### src/rtl/pio_seq_pkg.sv
package pio_seq_pkg;

  typedef struct packed {
    logic stereo;
    logic wide;
  } fmt_t;

  // Index of the final byte of a sample for the given format.
  function automatic int unsigned last_index(fmt_t f);
    case ({f.stereo, f.wide})
      2'b00:   return 0;
      2'b01:   return 1;
      2'b10:   return 1;
      default: return 3;
    endcase
  endfunction

endpackage

### src/rtl/seq_byte_ptr.sv
module seq_byte_ptr #(
  parameter int IDX_W = 2
) (
  input  logic             clk,
  input  logic             rst,
  input  logic             clr,
  input  logic             step,
  input  logic [IDX_W-1:0] last,
  output logic [IDX_W-1:0] idx,
  output logic             at_last
);

  logic [IDX_W-1:0] idx_q;

  assign at_last = (idx_q >= last);
  assign idx     = idx_q;

  always_ff @(posedge clk) begin
    if (rst || clr) begin
      idx_q <= '0;
    end else if (step && !at_last) begin
      idx_q <= idx_q + 1'b1;
    end
  end

endmodule

### src/rtl/seq_capture_path.sv
module seq_capture_path
  import pio_seq_pkg::*;
#(
  parameter int BYTE_W = 8,
  parameter int LANES  = 4,
  localparam int IDX_W  = $clog2(LANES),
  localparam int WORD_W = BYTE_W * LANES
) (
  input  logic              clk,
  input  logic              rst,
  input  fmt_t              fmt,
  input  logic              accept,
  input  logic [WORD_W-1:0] word_in,
  input  logic              rd_step,
  output logic [BYTE_W-1:0] byte_out,
  output logic [IDX_W-1:0]  idx
);

  logic [WORD_W-1:0] word_q;
  logic [IDX_W-1:0]  last;
  logic [IDX_W-1:0]  lane;
  logic              at_last_unused;

  assign last = IDX_W'(last_index(fmt));

  // Stereo 8-bit puts the right channel in the upper half of the word.
  assign lane = (fmt.stereo && !fmt.wide) ? IDX_W'(idx << 1) : idx;

  seq_byte_ptr #(.IDX_W(IDX_W)) u_ptr (
    .clk     (clk),
    .rst     (rst),
    .clr     (accept),
    .step    (rd_step),
    .last    (last),
    .idx     (idx),
    .at_last (at_last_unused)
  );

  always_ff @(posedge clk) begin
    if (rst) begin
      word_q <= '0;
    end else if (accept) begin
      word_q <= word_in;
    end
  end

  assign byte_out = word_q[lane*BYTE_W +: BYTE_W];

endmodule

### src/rtl/seq_playback_path.sv
module seq_playback_path
  import pio_seq_pkg::*;
#(
  parameter int BYTE_W = 8,
  parameter int LANES  = 4,
  localparam int IDX_W  = $clog2(LANES),
  localparam int WORD_W = BYTE_W * LANES
) (
  input  logic              clk,
  input  logic              rst,
  input  fmt_t              fmt,
  input  logic              wr_en,
  input  logic [BYTE_W-1:0] wdata,
  input  logic              ready,
  output logic              valid,
  output logic [WORD_W-1:0] word,
  output logic [IDX_W-1:0]  idx
);

  logic              valid_q;
  logic [IDX_W-1:0]  last;
  logic [IDX_W-1:0]  lane;
  logic              at_last;
  logic              take;
  logic              accept_wr;

  assign last      = IDX_W'(last_index(fmt));
  assign lane      = (fmt.stereo && !fmt.wide) ? IDX_W'(idx << 1) : idx;
  assign take      = valid_q && ready;
  assign accept_wr = wr_en && !valid_q;

  seq_byte_ptr #(.IDX_W(IDX_W)) u_ptr (
    .clk     (clk),
    .rst     (rst),
    .clr     (take),
    .step    (accept_wr),
    .last    (last),
    .idx     (idx),
    .at_last (at_last)
  );

  for (genvar g = 0; g < LANES; g++) begin : g_lane
    logic [BYTE_W-1:0] lane_q;

    always_ff @(posedge clk) begin
      if (rst || take) begin
        lane_q <= '0;
      end else if (accept_wr && (lane == IDX_W'(g))) begin
        lane_q <= wdata;
      end
    end

    assign word[g*BYTE_W +: BYTE_W] = lane_q;
  end

  always_ff @(posedge clk) begin
    if (rst || take) begin
      valid_q <= 1'b0;
    end else if (accept_wr && at_last) begin
      valid_q <= 1'b1;
    end
  end

  assign valid = valid_q;

endmodule

### src/rtl/pio_sample_sequencer.sv
module pio_sample_sequencer
  import pio_seq_pkg::*;
#(
  parameter int          BYTE_W    = 8,
  parameter int          LANES     = 4,
  parameter int          ADDR_W    = 2,
  parameter int          DATA_ADDR = 3,
  parameter logic [7:0]  INIT_FILL = 8'h80,
  localparam int IDX_W  = $clog2(LANES),
  localparam int WORD_W = BYTE_W * LANES
) (
  input  logic              clk,
  input  logic              rst,
  input  logic              init_done_i,
  input  logic [ADDR_W-1:0] host_addr_i,
  input  logic              host_wr_i,
  input  logic              host_rd_i,
  input  logic [BYTE_W-1:0] host_wdata_i,
  output logic [BYTE_W-1:0] host_rdata_o,
  input  logic              fmt_stereo_i,
  input  logic              fmt_wide_i,
  input  logic              cap_valid_i,
  output logic              cap_ready_o,
  input  logic [WORD_W-1:0] cap_data_i,
  output logic              pb_valid_o,
  input  logic              pb_ready_i,
  output logic [WORD_W-1:0] pb_data_o,
  output logic [IDX_W-1:0]  cap_next_o,
  output logic [IDX_W-1:0]  pb_next_o,
  output logic              init_o
);

  logic              init_q;
  logic              is_data;
  logic              rd_step;
  logic              wr_en;
  logic              cap_accept;
  logic [BYTE_W-1:0] cap_byte;
  fmt_t              fmt;

  assign fmt.stereo = fmt_stereo_i;
  assign fmt.wide   = fmt_wide_i;

  always_ff @(posedge clk) begin
    if (rst) begin
      init_q <= 1'b1;
    end else if (init_done_i) begin
      init_q <= 1'b0;
    end
  end

  assign init_o      = init_q;
  assign is_data     = (host_addr_i == ADDR_W'(DATA_ADDR));
  assign rd_step     = host_rd_i && is_data && !init_q;
  assign wr_en       = host_wr_i && is_data && !init_q;
  assign cap_ready_o = !init_q;
  assign cap_accept  = cap_valid_i && cap_ready_o;

  seq_capture_path #(.BYTE_W(BYTE_W), .LANES(LANES)) u_cap (
    .clk      (clk),
    .rst      (rst),
    .fmt      (fmt),
    .accept   (cap_accept),
    .word_in  (cap_data_i),
    .rd_step  (rd_step),
    .byte_out (cap_byte),
    .idx      (cap_next_o)
  );

  seq_playback_path #(.BYTE_W(BYTE_W), .LANES(LANES)) u_pb (
    .clk   (clk),
    .rst   (rst),
    .fmt   (fmt),
    .wr_en (wr_en),
    .wdata (host_wdata_i),
    .ready (pb_ready_i),
    .valid (pb_valid_o),
    .word  (pb_data_o),
    .idx   (pb_next_o)
  );

  always_comb begin
    host_rdata_o = '0;
    if (host_rd_i && is_data) begin
      host_rdata_o = init_q ? BYTE_W'(INIT_FILL) : cap_byte;
    end
  end

endmodule

### config.mk
export PLATFORM = sky130hd
export DESIGN_NAME = pio_sample_sequencer
export DESIGN_NICKNAME = d
export VERILOG_FILES = /design/src/rtl/pio_seq_pkg.sv /design/src/rtl/seq_byte_ptr.sv /design/src/rtl/seq_capture_path.sv /design/src/rtl/seq_playback_path.sv /design/src/rtl/pio_sample_sequencer.sv
export SDC_FILE = /design/constraint.sdc
export NUM_CORES = 1
export LEC_CHECK = 0
export BUFFER_PORTS_ARGS = -buffer_cell sky130_fd_sc_hd__buf_2
export CAP_MARGIN = 20
export CORE_ASPECT_RATIO = 0.9
export CORE_MARGIN = 2
export CORE_UTILIZATION = 51
export DETAILED_ROUTE_END_ITERATION = 10
export GPL_ROUTABILITY_DRIVEN = 0
export PLACE_DENSITY = 0.8
export RECOVER_POWER = 50
export SLEW_MARGIN = 15
export SYNTH_ARGS = -nofsm -noshare
export SYNTH_HDL_FRONTEND = slang
export SYNTH_HIERARCHICAL = 1
export SYNTH_SLANG_ARGS = --single-unit
### constraint.sdc
create_clock -name clk -period 2.1 [get_ports clk]
set_input_delay 0.315 -clock clk [delete_from_list [all_inputs] [get_ports clk]]
set_output_delay 0.315 -clock clk [all_outputs]
set_load 0.02 [all_outputs]
# == Word level (Yosys, flattened, before mapping) ==
# Cells that the tools add are included.
# classes
shift,1
order_cmp,2
reduce_logical,25
addsub,2
n_eq_ne,6
muxes,5
# ops
operator,count
$shiftx 32x6->8,1
$mux 8,2
$logic_and 1x1->1,15
$eq 2x2->1 const B,4
$logic_not 1->1,5
$add 2x1->2 const B,2
$eq 2x1->1 const B,2
$ge 2x2->1,2
$logic_not 2->1,2
$mux 2,2
$pmux 2 s2,1
$logic_or 1x1->1,2
$reduce_or 2->1,1
# totals
out_inout_bits,47
wordCells,50
in_bits,51
ff_bits,70

# == Logic depth before layout (Yosys ltp) ==
# Gate-level depths: netlist of the first run.
# logic_depth
depth_word,6
ltp_mapped,9
mapped_depth_nobuf,7

# == By module ==
# Netlist of the first run, hierarchy kept.
# by_module_without_submodules
module,cells_per_inst,seq_area_each_um2,n_inst,area_per_inst_um2
seq_capture_path,116,640.6,1,1373.8
seq_playback_path,128,660.6,1,1310.0
seq_byte_ptr,18,40.0,2,152.6
pio_sample_sequencer,17,20.0,1,142.6

# == Worst setup path after synthesis of the first run ==
# OpenSTA, ideal clock, no wires.
# synth_timing
path_kind,input to output
start,input port fmt_wide_i
end,output port host_rdata_o[6]
n_path_buf,0
required_ns,1.785
arrival_time_ns,1.592
path_slack_ns,0.193
path_stages,4
path_cell_list,nand2b_4 > mux2i_4 > mux4_1 > nor3b_1
# synth_via
elab_chain_cells,6
# synth_rtl
item,line_no,text
from (decl),pio_sample_sequencer.sv:21,"input logic fmt_wide_i,"
$logic_not 1->1,seq_capture_path.sv:27,assign lane = (fmt.stereo && !fmt.wide) ? IDX_W'(idx << 1) : idx;
$logic_and 1x1->1,seq_capture_path.sv:27,
$mux 2,seq_capture_path.sv:27,
$shiftx 32x6->8,seq_capture_path.sv:47,assign byte_out = word_q[lane*BYTE_W +: BYTE_W];
via cap_byte[6],pio_sample_sequencer.sv:38,logic [BYTE_W-1:0] cap_byte;
$mux 8,pio_sample_sequencer.sv:85,host_rdata_o = init_q ? BYTE_W'(INIT_FILL) : cap_byte;
$mux 8,pio_sample_sequencer.sv:84,if (host_rd_i && is_data) begin
to (decl),pio_sample_sequencer.sv:19,"output logic [BYTE_W-1:0] host_rdata_o,"
# The timed path passes the listed nets, and every way through them passes these cells.

# == Final worst setup path of the first run ==
# layout_timing
start,"register u_cap.u_ptr.idx_q[1], in the netlist u_cap/u_ptr/idx[1]"
end,output port host_rdata_o[6]
# layout_via
elab_chain_cells,4
# layout_rtl
item,line_no,text
from (decl),seq_byte_ptr.sv:13,logic [IDX_W-1:0] idx_q;
from (signal assigned),seq_byte_ptr.sv:22,idx_q <= idx_q + 1'b1;
$mux 2,seq_capture_path.sv:27,
$shiftx 32x6->8,seq_capture_path.sv:47,
via cap_byte[6],pio_sample_sequencer.sv:38,
$mux 8,pio_sample_sequencer.sv:85,
$mux 8,pio_sample_sequencer.sv:84,
# The timed path passes the listed nets, and every way through them passes these cells.

==> metrics.cfg, run 1 <==
[status]
status = complete, but fails checks
violations = setup timing

[cts]
cts_tree = done
cts.reportedPaths.clkPinSlew_ns = 0.07
root_buffer = clkbuf_8
htreeDepth = 3
clkLatencyLatePin_ns = 0.33
cts_buffers = 9
clockBufferDepth = 2
numClockSinks = 70
ctsHoldBuffers = 0

[yosys]
syn_nets = 351
synth_area_um2 = 3120
ys.warnings.count = 6
syn_area_per_cell_um2 = 10.6
synth_cells = 296

[critical_path]
cp-end-kind = output pin
path_cells = mux2i_4, buf_12, mux4_2, nor3b_1, buf_2
cp.required_ns = 1.78
regToRegStartpoint = init_o
path_class = reg -> out
worstRegToRegCells = 8
max_stage_delay_ns = 0.49
crit_arrival_ns = 1.80
slowest_stage = mux4_2
cp-startpoint = u_cap/u_ptr/idx[1]
cp_max_fo = 8
startpoint_type = flop

[power_and_ir_drop]
p_switching_uw = 638
p_int_mw = 2.18
pwr-share-clk_pct = 42.6
power.leakage_nw = 1.61
power_density_nw_per_um2 = 724
p_sw_share_pct = 22.7
ir_drop_uv = 645
combPwrFrac_pct = 8.5
pwr-share-seq_pct = 48.9

[placed_design]
io_buffers = 97
dp_hpwl_mm = 4.76
dp_cells = 458

[sta]
slew_headroom_pct = 36.5
max_slew.worst_pin.slew_ns = 0.953
rsz0062_at_grt = true
fmax_ghz = 0.473
layout_min_cycle_time_ns = 2.12
fin_skew_ns = 0.0151
fin_ws_ns = -0.0164
final_hold_viol_count = 0
setup_violations = 2
finalCritPeriodShare_pct = 101
report.final.slew_viol_count = 0

[layout]
fillers = 511
drive_gt1_share_pct = 29.8
n_antenna_cell = 0
nets = 453
postLayoutCoreUtil_pct = 64.7
final_common_cell = dfxtp_1
seqCellArea_um2 = 1410
final_cell_mix = 68 x dfxtp_1, 61 x mux2i_1, 53 x nor2_1
area_growth_pct = 24.6
fin_cells = 475
multi_input_area_um2 = 1580

[routing]
antenna_left = 0
viasPerCell = 5.14
route.detailed.drc = 0
wirelength_mm = 6.86
drt_iter0_drc = 151
wire_per_inst_um = 14.4
dr.pass1.iters = 6
dr_total_vias = 2443

[die]
start_util_pct = 51.9
die_h_um = 78.2
pin_count = 98
die-width_um = 86.5
placementRows = 27
dieArea_um2 = 6770
coreArea_um2 = 6010

[grt]
grt_pass1_vias = 2438
antenna_found_initial = 0
grt.overflow.total = 0
grt_first_pass_wirelength_mm = 11.3
grt_max_degree = 35
grt.total_usage_pct = 21.2

[hold_path]
min_path_type = in -> reg
holdPathStages = 2
min_from = init_done_i

[flow_run]
drv_cap = 0

flip-flops by register name (all words and copies together), names as in the netlist:
name                count
init_o                  1
u_cap/u_ptr/idx         2
u_cap/word_q           32
u_pb/u_ptr/idx          2
u_pb/valid              1
u_pb/g_lane.lane_q     32
critical path, delay by kind of cell (launching register included):
kind | cells | cell delay, ns
buffers and inverters | 2 | 0.32
DFF | 1 | 0.36
muxes | 2 | 0.65
and+or+nand+nor | 1 | 0.14
area by class of cell:
class | count | share of cell area, %
Multi-Input combinational cell | 204 | 40.5
Tap cell | 72 | 2.32
Clock inverter | 5 | 2.12
Clock buffer | 11 | 3.63
Timing Repair Buffer | 107 | 14.7
Sequential cell | 70 | 36.1
Inverter | 6 | 0.579
path summary, 6_finish.rpt:
kind / slack, ns / endpoint
worst max-delay path: -0.02 / host_rdata_o[6]
worst min register to register: 0.48 / u_pb/g_lane[2].lane_q[2]
worst max register to register: 0.13 / u_pb/u_ptr/idx[1]
worst min-delay path: 0.15 / init_o
per-stage QoR:
step / power (mW) / area [um^2] / TNS [ns] / hold slack (ns) / setup WS [ns]
6_report: 2.82 / 3890 / -0.0216 / 0.154 / -0.0164
5_1_grt: 2.94 / 3890 / -0.706 / 0.126 / -0.114
4_1_cts: 2.85 / 3940 / -0.187 / 0.139 / -0.0354
3_5_place_dp: 1.65 / 3700 / -0.0536 / 0.464 / -0.0264
3_3_place_gp: 1.64 / 3700 / 0 / 0.456 / 0.00751
2_1_floorplan: 1.55 / 3120 / 0 / 0.387 / 0.193
power by group through the flow:
stage	Sequential, mW	Clock (mW)	Combinational (mW)
after floorplan	1.41	0	0.144
after global placement	1.41	0	0.235
after detailed placement	1.41	0	0.240
after CTS	1.38	1.23	0.243
after global routing	1.38	1.29	0.263
final	1.38	1.20	0.239
what timing repair did:
item,CTS,global route
endpoints found under the setup margin,8,8
gates cloned,0,0
buffers inserted,1,0
gates resized for setup,23,0
layer usage:
metal	vias up	share of wire [%]	global-route usage, %
met5	-	0	0
li1	1229	-	-
met3	12	4.8	6.52
met2	67	49	34.4
met4	0	1.9	7.81
met1	1135	45	26.5
Note: power is estimated with default switching activity, not from simulation.
==> run 2, diff against run 1 <==
--- a/config.mk
+++ b/config.mk
@@ -13,7 +13,7 @@
 export DETAILED_ROUTE_END_ITERATION = 10
 export GPL_ROUTABILITY_DRIVEN = 0
 export PLACE_DENSITY = 0.8
-export RECOVER_POWER = 50
+export RECOVER_POWER = 100
 export SLEW_MARGIN = 15
 export SYNTH_ARGS = -nofsm -noshare
 export SYNTH_HDL_FRONTEND = slang
==> run 2 against run 1 <==
Net effect: the run still ends with setup timing left; utilization decreased by 0.19 points; non-clock buffer count unchanged; combinational power about the same; cell count unchanged; flip-flop and latch count unchanged; sequential share of layout area increased by 0.10 points; setup slack improved by 0.0068 ns; maximum frequency increased by 0.32%; count of clock-buffer cells in the layout unchanged; largest power group unchanged; highest routed layer unchanged.
==> metrics.cfg, run 2 (same netlist as run 1, synthesis figures left out) <==
[status]
status = complete, but fails checks
violations = setup timing

[power_and_ir_drop]
ir_drop_uv = 645  ; about the same
power.leakage_nw = 1.61  ; -0.30%
power_density_nw_per_um2 = 726  ; +0.25%
power_mw = 2.82  ; about the same

[hold_path]
min_path_type = in -> reg
min_from = init_done_i
holdPathStages = 2  ; unchanged
hold_path_end = init_o

[grt]
grt.total_usage_pct = 21.2  ; unchanged
grt_first_pass_wirelength_mm = 11.3  ; unchanged
antenna_found_initial = 0  ; unchanged
grt_pass1_vias = 2438  ; unchanged
grt_max_degree = 35  ; unchanged
grt.overflow.total = 0  ; unchanged

[layout]
final_cell_mix = 68 x dfxtp_1, 61 x mux2i_1, 53 x nor2_1
seqCellArea_um2 = 1410  ; unchanged
area_growth_pct = 24.2
multi_input_area_um2 = 1570  ; -0.40%
fillers = 513  ; +0.39%
final_cell_area_um2 = 3880  ; -0.29%
final_common_cell = dfxtp_1
nets = 453  ; unchanged
reg_top3 = u_cap/word_q x32, u_pb/g_lane.lane_q x32
drive_gt1_share_pct = 29.5  ; -0.25 points
n_antenna_cell = 0  ; unchanged
postLayoutCoreUtil_pct = 64.5  ; -0.19 points

[cts]
root_buffer = clkbuf_8
clkLatencyLatePin_ns = 0.33  ; about the same
cts_tree = done
clockBufferDepth = 2  ; unchanged
ctsHoldBuffers = 0  ; unchanged
cts_buffers = 9  ; unchanged
numClockSinks = 70  ; unchanged
cts.reportedPaths.clkPinSlew_ns = 0.07  ; about the same
htreeDepth = 3  ; unchanged

[placed_design]
dp_hpwl_mm = 4.76  ; unchanged
io_buffers = 97  ; unchanged
placed_area_um2 = 3700  ; unchanged

[die]
die_h_um = 78.2  ; unchanged
dieArea_um2 = 6770  ; unchanged
placementRows = 27  ; unchanged
pin_count = 98  ; unchanged
die-width_um = 86.5  ; unchanged
coreArea_um2 = 6010  ; unchanged
start_util_pct = 51.9  ; unchanged

[routing]
viasPerCell = 5.15  ; +0.16%
antenna_left = 0  ; unchanged
dr_total_vias = 2447  ; +0.16%
dr.pass1.iters = 4  ; -2
drt_iter0_drc = 178  ; +18%
wirelength_mm = 6.84  ; -0.23%
wire_per_inst_um = 14.4  ; -0.23%
route.detailed.drc = 0  ; unchanged

[critical_path]
crit_arrival_ns = 1.79  ; about the same
worstRegToRegCells = 8  ; unchanged
startpoint_type = flop
regToRegStartpoint = init_o
cp-end-kind = output pin
path_class = reg -> out
cp.required_ns = 1.78  ; about the same
r2r_slack_ns = 0.15  ; +0.02 ns
cp_max_fo = 8  ; unchanged
r2r-end = u_pb/u_ptr/idx[1]

[sta]
max_slew.worst_pin.slew_ns = 0.951  ; -0.00252 ns
report.final.slew_viol_count = 0  ; unchanged
fin_skew_ns = 0.0151  ; +0.00000300 ns
fin_ws_ns = -0.00955  ; +0.00684 ns
rsz0062_at_grt = true
layout_min_cycle_time_ns = 2.11  ; -0.00684 ns
finalCritPeriodShare_pct = 100  ; -0.33 points
final_hold_viol_count = 0  ; unchanged
slew_headroom_pct = 36.6  ; +0.17 points
fmax_ghz = 0.474  ; +0.32%
setup_violations = 3  ; +1

[flow_run]
drv_cap = 0  ; unchanged

[run 2: critical path, cell delays in order, from the launching register on]
cell and delay (ns):
dfxtp_4 0.36, mux2i_4 0.16, buf_12 0.16, mux4_2 0.49
nor3b_1 0.14, buf_2 0.16
[run 2: area by class of cell]
class	count	area share [%]
multi-input cells	204	40.5
flip-flops and latches	70	36.2
repair buffers	107	14.6
clock buffers	11	3.64
well taps	72	2.32
clock inverters	5	2.13
inverters	6	0.580
[run 2: stage by stage]
stage / hold slack, ns / cells / setup slack (ns) / setup TNS [ns]
after floorplan: 0.387 / 296 / 0.193 / 0
final: 0.153 / 475 / -0.00955 / -0.0165
after CTS: 0.139 / 475 / -0.0354 / -0.187
after global routing: 0.126 / 475 / -0.114 / -0.711
after global placement: 0.456 / 458 / 0.00751 / 0
after detailed placement: 0.464 / 458 / -0.0264 / -0.0536
[run 2: how the worst max path moves through the flow]
stage,from,to,slack [ns],cells after the start
final,u_cap/u_ptr/idx[1],host_rdata_o[6],-0.01,5
after global routing,u_cap/u_ptr/idx[1],host_rdata_o[7],-0.11,6
after CTS,u_cap/u_ptr/idx[1],host_rdata_o[6],-0.04,5
after detailed placement,fmt_wide_i,host_rdata_o[5],-0.03,7
after global placement,fmt_wide_i,host_rdata_o[7],0.008,8
after floorplan,fmt_wide_i,host_rdata_o[6],0.19,4
[run 2: power by group]
part	total [mW]	switching (mW)	leakage [nW]	internal [mW]
Clock	1.20	0.495	0.113	0.704
Combinational	0.238	0.122	0.927	0.116
Sequential	1.38	0.0205	0.569	1.36
[run 2: repair_timing]
item | CTS | global route
setup buffers | 1 | 0
setup endpoints to repair | 8 | 8
gates resized for setup | 23 | 0
[run 2: routing by layer]
metal / global-route usage [%] / wire, um / vias up
li1: - / - / 1226
met1: 26.5 / 2990 / 1142
met2: 34.4 / 3370 / 67
met3: 6.52 / 347 / 12
met4: 7.81 / 132 / 0
met5: 0 / 0 / -
